--- src/rtl/lbus_pkg.sv ---
// Shared types for the multiplexed local bus controller.
// Assumes the sequencer and the pin decoder agree on these encodings.
package lbus_pkg;

    typedef enum logic [3:0] {
        ST_IDLE,
        ST_T1,
        ST_T2,
        ST_T3,
        ST_TW,
        ST_T4,
        ST_HFLT,
        ST_HELD,
        ST_RSM
    } bus_st_t;

    localparam logic [2:0] STS_PASSIVE = 3'b111;
    localparam logic [2:0] STS_READ    = 3'b101;
    localparam logic [2:0] STS_WRITE   = 3'b110;

endpackage

--- src/rtl/lbus_rdy_sync.sv ---
// Ready combiner: the synchronous ready is used directly, and the
// asynchronous ready passes through a STAGES-deep flop chain first.
// Assumes STAGES >= 1.
module lbus_rdy_sync #(
    parameter int STAGES = 2
) (
    input  logic clk,
    input  logic rst_n,
    input  logic srdy,
    input  logic ardy,
    output logic bus_ready
);
    logic [STAGES-1:0] chain;

    for (genvar i = 0; i < STAGES; i++) begin : g_stage
        if (i == 0) begin : g_first
            // First stage samples the raw asynchronous ready.
            always_ff @(posedge clk) begin
                if (!rst_n) chain[0] <= 1'b0;
                else        chain[0] <= ardy;
            end
        end else begin : g_next
            // Later stages pass the value one flop further.
            always_ff @(posedge clk) begin
                if (!rst_n) chain[i] <= 1'b0;
                else        chain[i] <= chain[i-1];
            end
        end
    end

    assign bus_ready = srdy | chain[STAGES-1];

endmodule

--- src/rtl/lbus_seq.sv ---
// Bus cycle sequencer: steps T1-T2-T3-(Tw)-T4 and runs the hold handoff.
// It latches the request when a cycle starts and captures read data
// at the edge where ready ends the data phase.
// Assumes req_valid is sampled only in idle and hold only at cycle boundaries.
module lbus_seq
    import lbus_pkg::*;
#(
    parameter int ADDR_W = 20,
    parameter int DATA_W = 16
) (
    input  logic              clk,
    input  logic              rst_n,
    input  logic              req_valid,
    input  logic [ADDR_W-1:0] req_addr,
    input  logic              req_write,
    input  logic              req_hi_byte,
    input  logic [DATA_W-1:0] req_wdata,
    input  logic              bus_ready,
    input  logic              hold,
    input  logic [DATA_W-1:0] ad_in,
    output bus_st_t           st,
    output logic [ADDR_W-1:0] cur_addr,
    output logic              cur_write,
    output logic              cur_hi_byte,
    output logic [DATA_W-1:0] cur_wdata,
    output logic [DATA_W-1:0] rdata,
    output logic              done
);
    bus_st_t st_nx;
    logic    start;
    logic    data_end;

    assign start    = (st == ST_IDLE) && !hold && req_valid;
    assign data_end = ((st == ST_T3) || (st == ST_TW)) && bus_ready;

    // Next-state choice for the cycle and hold handoff.
    always_comb begin
        st_nx = st;
        case (st)
            ST_IDLE: if (hold)           st_nx = ST_HFLT;
                     else if (req_valid) st_nx = ST_T1;
            ST_T1:   st_nx = ST_T2;
            ST_T2:   st_nx = ST_T3;
            ST_T3,
            ST_TW:   st_nx = bus_ready ? ST_T4 : ST_TW;
            ST_T4:   st_nx = hold ? ST_HFLT : ST_IDLE;
            ST_HFLT: st_nx = ST_HELD;
            ST_HELD: if (!hold) st_nx = ST_RSM;
            ST_RSM:  st_nx = ST_IDLE;
            default: st_nx = ST_IDLE;
        endcase
    end

    // State register.
    always_ff @(posedge clk) begin
        if (!rst_n) st <= ST_IDLE;
        else        st <= st_nx;
    end

    // Request latch, loaded as a cycle starts.
    always_ff @(posedge clk) begin
        if (!rst_n) begin
            cur_addr    <= '0;
            cur_write   <= 1'b0;
            cur_hi_byte <= 1'b0;
            cur_wdata   <= '0;
        end else if (start) begin
            cur_addr    <= req_addr;
            cur_write   <= req_write;
            cur_hi_byte <= req_hi_byte;
            cur_wdata   <= req_wdata;
        end
    end

    // Read data capture on the edge that closes the data phase.
    always_ff @(posedge clk) begin
        if (!rst_n)                     rdata <= '0;
        else if (data_end && !cur_write) rdata <= ad_in;
    end

    assign done = (st == ST_T4);

endmodule

--- src/rtl/lbus_pin_drv.sv ---
// Pin decoder: turns the sequencer state and latched request into pin
// values and drive enables. It also holds the reset drive-then-release
// window for the strobes, status and lock.
// Assumes "floated" is shown by the matching enable being low.
module lbus_pin_drv
    import lbus_pkg::*;
#(
    parameter int ADDR_W = 20,
    parameter int DATA_W = 16,
    localparam int HI_W  = ADDR_W - DATA_W
) (
    input  logic              clk,
    input  logic              rst_n,
    input  bus_st_t           st,
    input  logic [ADDR_W-1:0] cur_addr,
    input  logic              cur_write,
    input  logic              cur_hi_byte,
    input  logic [DATA_W-1:0] cur_wdata,
    output logic [DATA_W-1:0] ad_out,
    output logic              ad_oe,
    output logic [HI_W-1:0]   ahi_out,
    output logic              ahi_oe,
    output logic              bhe_n,
    output logic              bhe_oe,
    output logic              ale,
    output logic              rd_n,
    output logic              wr_n,
    output logic              den_n,
    output logic              strobe_oe,
    output logic              dtr,
    output logic              dtr_oe,
    output logic [2:0]        sts,
    output logic              sts_oe,
    output logic              lock_n,
    output logic              lock_oe,
    output logic              hlda
);
    logic rst_a;
    logic rst_b;
    logic rst_drive;
    logic in_cycle;
    logic data_ph;
    logic owned;

    // Reset age flops: rst_b is set once reset has lasted two edges.
    always_ff @(posedge clk) begin
        rst_a <= ~rst_n;
        rst_b <= rst_a & ~rst_n;
    end

    assign rst_drive = ~rst_n & ~rst_b;
    assign in_cycle  = (st == ST_T1) || (st == ST_T2) || (st == ST_T3) ||
                       (st == ST_TW) || (st == ST_T4);
    assign data_ph   = (st == ST_T2) || (st == ST_T3) || (st == ST_TW);
    assign owned     = (st != ST_HFLT) && (st != ST_HELD) && (st != ST_RSM);

    // Pin values and enables for reset, owned and released bus.
    always_comb begin
        ad_out    = cur_addr[DATA_W-1:0];
        ad_oe     = 1'b0;
        ahi_out   = cur_addr[ADDR_W-1:DATA_W];
        ahi_oe    = 1'b0;
        bhe_n     = ~cur_hi_byte;
        bhe_oe    = 1'b0;
        ale       = 1'b0;
        rd_n      = 1'b1;
        wr_n      = 1'b1;
        den_n     = 1'b1;
        strobe_oe = 1'b0;
        dtr       = 1'b1;
        dtr_oe    = 1'b0;
        sts       = STS_PASSIVE;
        sts_oe    = 1'b0;
        lock_n    = 1'b1;
        lock_oe   = 1'b0;
        hlda      = 1'b0;
        if (!rst_n) begin
            strobe_oe = rst_drive;
            sts_oe    = rst_drive;
            lock_oe   = rst_drive;
        end else if (owned) begin
            strobe_oe = 1'b1;
            sts_oe    = 1'b1;
            lock_oe   = 1'b1;
            dtr_oe    = 1'b1;
            ahi_oe    = in_cycle;
            bhe_oe    = in_cycle;
            dtr       = in_cycle ? cur_write : 1'b1;
            if (st == ST_T1) begin
                ale   = 1'b1;
                ad_oe = 1'b1;
            end
            if (data_ph) begin
                den_n = 1'b0;
                rd_n  = cur_write;
                wr_n  = ~cur_write;
                if (cur_write) begin
                    ad_out = cur_wdata;
                    ad_oe  = 1'b1;
                end
            end
            if ((st == ST_T1) || data_ph)
                sts = cur_write ? STS_WRITE : STS_READ;
        end else begin
            hlda = (st == ST_HELD);
        end
    end

endmodule

--- src/rtl/lbus_cycle_ctrl.sv ---
// Top of the multiplexed local bus controller: ready combining,
// cycle sequencing and pin decoding.
// Assumes a synchronous active-low reset and external tri-state buffers
// controlled by the *_oe outputs.
module lbus_cycle_ctrl #(
    parameter int ADDR_W   = 20,
    parameter int DATA_W   = 16,
    parameter int SYNC_STG = 2,
    localparam int HI_W    = ADDR_W - DATA_W
) (
    input  logic              clk,
    input  logic              rst_n,
    input  logic              req_valid,
    input  logic [ADDR_W-1:0] req_addr,
    input  logic              req_write,
    input  logic              req_hi_byte,
    input  logic [DATA_W-1:0] req_wdata,
    output logic              req_done,
    output logic [DATA_W-1:0] rsp_rdata,
    input  logic              srdy,
    input  logic              ardy,
    input  logic              hold,
    output logic              hlda,
    input  logic [DATA_W-1:0] ad_in,
    output logic [DATA_W-1:0] ad_out,
    output logic              ad_oe,
    output logic [HI_W-1:0]   ahi_out,
    output logic              ahi_oe,
    output logic              bhe_n,
    output logic              bhe_oe,
    output logic              ale,
    output logic              rd_n,
    output logic              wr_n,
    output logic              den_n,
    output logic              strobe_oe,
    output logic              dtr,
    output logic              dtr_oe,
    output logic [2:0]        sts,
    output logic              sts_oe,
    output logic              lock_n,
    output logic              lock_oe
);
    lbus_pkg::bus_st_t  st;
    logic               bus_ready;
    logic [ADDR_W-1:0]  cur_addr;
    logic               cur_write;
    logic               cur_hi_byte;
    logic [DATA_W-1:0]  cur_wdata;

    lbus_rdy_sync #(.STAGES(SYNC_STG)) u_rdy (
        .clk       (clk),
        .rst_n     (rst_n),
        .srdy      (srdy),
        .ardy      (ardy),
        .bus_ready (bus_ready)
    );

    lbus_seq #(.ADDR_W(ADDR_W), .DATA_W(DATA_W)) u_seq (
        .clk         (clk),
        .rst_n       (rst_n),
        .req_valid   (req_valid),
        .req_addr    (req_addr),
        .req_write   (req_write),
        .req_hi_byte (req_hi_byte),
        .req_wdata   (req_wdata),
        .bus_ready   (bus_ready),
        .hold        (hold),
        .ad_in       (ad_in),
        .st          (st),
        .cur_addr    (cur_addr),
        .cur_write   (cur_write),
        .cur_hi_byte (cur_hi_byte),
        .cur_wdata   (cur_wdata),
        .rdata       (rsp_rdata),
        .done        (req_done)
    );

    lbus_pin_drv #(.ADDR_W(ADDR_W), .DATA_W(DATA_W)) u_pins (
        .clk         (clk),
        .rst_n       (rst_n),
        .st          (st),
        .cur_addr    (cur_addr),
        .cur_write   (cur_write),
        .cur_hi_byte (cur_hi_byte),
        .cur_wdata   (cur_wdata),
        .ad_out      (ad_out),
        .ad_oe       (ad_oe),
        .ahi_out     (ahi_out),
        .ahi_oe      (ahi_oe),
        .bhe_n       (bhe_n),
        .bhe_oe      (bhe_oe),
        .ale         (ale),
        .rd_n        (rd_n),
        .wr_n        (wr_n),
        .den_n       (den_n),
        .strobe_oe   (strobe_oe),
        .dtr         (dtr),
        .dtr_oe      (dtr_oe),
        .sts         (sts),
        .sts_oe      (sts_oe),
        .lock_n      (lock_n),
        .lock_oe     (lock_oe),
        .hlda        (hlda)
    );

endmodule

--- config.mk ---
export PLATFORM = sky130hd
export DESIGN_NAME = lbus_cycle_ctrl
export DESIGN_NICKNAME = d
export VERILOG_FILES = /design/src/rtl/lbus_pkg.sv /design/src/rtl/lbus_rdy_sync.sv /design/src/rtl/lbus_seq.sv /design/src/rtl/lbus_pin_drv.sv /design/src/rtl/lbus_cycle_ctrl.sv
export SDC_FILE = /design/constraint.sdc
export NUM_CORES = 1
export LEC_CHECK = 0
export ABC_AREA = 1
export ABC_CLOCK_PERIOD_IN_PS = 2040
export BUFFER_PORTS_ARGS = -buffer_cell sky130_fd_sc_hd__buf_4
export CORE_MARGIN = 1
export CORE_UTILIZATION = 40
export CTS_CLUSTER_DIAMETER = 200
export DETAILED_ROUTE_END_ITERATION = 8
export GPL_ROUTABILITY_DRIVEN = 0
export GPL_TIMING_DRIVEN = 0
export PLACE_DENSITY = 0.68
export RECOVER_POWER = 50
export SETUP_SLACK_MARGIN = 0.02
export SLEW_MARGIN = 20
export SYNTH_ARGS = -nofsm -noshare
export SYNTH_HDL_FRONTEND = slang
export SYNTH_HIERARCHICAL = 1
export SYNTH_SLANG_ARGS = --single-unit
export TNS_END_PERCENT = 100
--- constraint.sdc ---
create_clock -name clk -period 2.04 [get_ports clk]
set_clock_uncertainty 0.2 [all_clocks]
set_input_delay 0.408 -clock clk [delete_from_list [all_inputs] [get_ports clk]]
set_output_delay 0.408 -clock clk [all_outputs]
set_load 0.01 [all_outputs]
==> out/results.ini <==
[power_and_ir_drop]
ir_worst_vdd_uv = 512
powerDensity_nw_per_um2 = 1230
leakage_uw = 0.00189

[cts]
path_clk_slew_ns = 0.06
cts_buffer_depth = 2
clockRootBuffer = clkbuf_8
cts_made_buffers = 9
worstSkewPairLatency_ns = 0.33
cts_tree = yes
cts_num_sinks = 62
cts_max_level = 3

[place]
postPlaceCellArea_um2 = 3820
hpwl_mm = 5.72
numPortBuffers = 112

[hold_path]
hold_end = u_rdy/chain[0]
hold_depth = 3
hold_class = input port to flop
hold_path.startpoint = ardy

[synth]
ys_seq_elements = 62
yosysWarnings = 6
synth_compound_area_share_pct = 10.7
synth_common_cells = 83 x nor2_1, 65 x nand2_1, 62 x dfxtp_1, 33 x nand4_1, 32 x o21ai_0
yosysSeqAreaShare_pct = 43.5
synth_xor_area_share_pct = 0
synth-edff-count = 0
synth.largest_area_cell = dfxtp_1
syn_area_um2 = 2850
synthAdderAreaFrac_pct = 0
synth_cells = 392
synthMuxAreaShare_pct = 0
synth_top_area_share_pct = 43.5
synth_area_per_cell_um2 = 7.28
synth_top_family_by_area = simple AND/OR/NAND/NOR gates
synthSimpleGateAreaFrac_pct = 35.1
ys.flop_type = dfxtp_1
synth.most_common_cell = nor2_1
ys_top_cells_by_area = dfxtp_1 44%, nor2_1 11%, nand2_1 8.6%
netlist-cell-type-count = 26
synthArstFlopShare_pct = 0

[final_layout]
nFillCells = 686
antenna_cells = 0
drive_gt1_share_pct = 34.5
fin_area_um2 = 4220
multi_input_area_um2 = 1370
area_growth_pct = 47.8
layout.nets = 591
layout.area.seq_um2 = 1260

[worst_setup_path]
rr_worst_depth = 8
cp-start-kind = flop
cpMaxStageDelayCell = dfxtp_4
crit_start = u_seq/st[2]
critPathRequiredTime_ns = 1.43
worstSetupPathType = flop to primary output
rr_endpoint = u_seq/rdata[8]
critPathMaxStageDelay_ns = 0.36
r2r_slack_ns = 0.04
reg2reg_from = u_seq/st[3]
path_max_fanout = 4
endpoint_kind = primary output
critPathTopFamily = simple AND/OR/NAND/NOR gates
worstPathArrival_ns = 1.52
worstPathBufferInverterCount = 2
path_cells = nor2_4 > nand2_2 > nand2_4 > nand3_4 > buf_4 > nand2_1 > nand2_1 > buf_4

[global_routing]
grt.total_usage_pct = 21.3
grt_pass1_vias = 2667
grt_pass1_wl_mm = 12.2
antenna_found_initial = 0
grt_max_degree = 13
grt_overflow = 0

[timing]
grt_setup_unrepaired = true
setup_slack_ns = -0.0916
setup_violations = 18
fmax_mhz = 469
hold_viol = 0
slew_viol_final = 0
fin_crit_sh_pct = 104
hold-worst-slack_ns = 0.0674
finalCriticalPeriod_ns = 2.13

[route]
first_iter_violations = 110
ant_nets = 0
first_pass_iters = 4
wl_per_cell_um = 12.6
via_per_inst = 4.81
drt-total-wl_mm = 7.94
via_count = 3037
drc = 0

[run_status]
status = complete, but fails checks
violations = negative setup slack

[floorplan]
ioPinCount = 115
core_area_um2 = 6830
die_y_um = 86.5
dieArea_um2 = 7470
initial_core_util_pct = 41.8
rows = 30
die_w_um = 86.5

[run]
drv_cap = 0

[power by group]
part	internal [µW]	total, µW	switching (µW)
combinational	1030	2280	1250
sequential	1480	1660	182
clock	787	1240	449
[cells by family (layout without fill, tap and decap cells)]
group,count (synthesis),count (layout)
AO/OA/AOI/OAI,61,61
flip-flops,62,62
AND/OR/NAND/NOR,211,211
buffers and inverters,57,200
other,1,2
[routing by layer]
layer | vias to the layer above | track usage [%] | routed length (µm)
met5 | - | 0 | 0
met4 | 0 | 7.88 | 133
met3 | 12 | 4.95 | 414
met2 | 86 | 34.8 | 3880
met1 | 1380 | 27.3 | 3510
li1 | 1559 | - | -
[worst register-to-register path, delay by kind of cell, from the launching register on]
kind | cells | cell delay, ns
compound gates | 1 | 0.06
buf+inv | 2 | 0.37
flops | 1 | 0.37
simple gates | 5 | 0.87
[sequential cells by signal, indices dropped and copies added (netlist names)]
register	flops
u_seq/st	4
u_rdy/chain	2
u_pins/rst_a	1
u_seq/cur_wdata	16
u_seq/cur_hi_byte	1
u_seq/cur_addr	20
u_seq/rdata	16
u_seq/cur_write	1
u_pins/rst_b	1
[cell usage in the layout, fill, tap and decap left out, types with 3 or more instances in the layout]
master	n
o21ai_1	11
inv_1	17
nor2_4	5
dfxtp_1	58
inv_2	4
a21oi_1	18
dfxtp_4	4
clkbuf_8	12
o21ai_2	3
buf_4	106
nand2_1	50
buf_6	17
nor2_1	82
nand3_1	13
o21ai_0	28
clkbuf_1	33
nand4_1	34
nand2_2	18
[worst max-delay path by stage]
stage	endpoint	slack, ns	cells after the start
3_3_place_gp	ad_out[7]	-0.20	6
5_1_grt	ad_out[1]	-0.16	8
4_1_cts	ad_out[2]	-0.10	8
3_5_place_dp	ad_out[7]	-0.19	6
6_report	ad_out[1]	-0.09	8
2_1_floorplan	strobe_oe	0.09	4
[cell type report]
class,count,area share (%)
timing repair buffer,127,21.8
inverter,24,2.20
sequential,62,29.8
multi-input combinational,274,32.4
tap,96,2.85
clock buffer,13,4.01
buffer,33,5.34
clock inverter,3,1.54
[metrics by stage]
stage	utilization (%)	std cells	TNS (ns)	setup WS, ns	total power [µW]
2_1_floorplan	-	393	0	0.0898	2960
3_3_place_gp	55.9	601	-1.93	-0.200	3640
3_5_place_dp	55.9	601	-1.91	-0.193	3680
4_1_cts	61.4	624	-1.46	-0.105	5110
5_1_grt	61.7	632	-3.47	-0.160	5530
6_report	61.7	632	-1.04	-0.0916	5180
[what timing repair did]
item,in CTS,in global routing
pin swaps,4,3
gates resized for setup,36,22
hold buffers,0,0
buffers inserted,7,8
setup endpoints to repair,30,27
hold endpoints to repair,0,0
(Power assumes the default switching activity.)
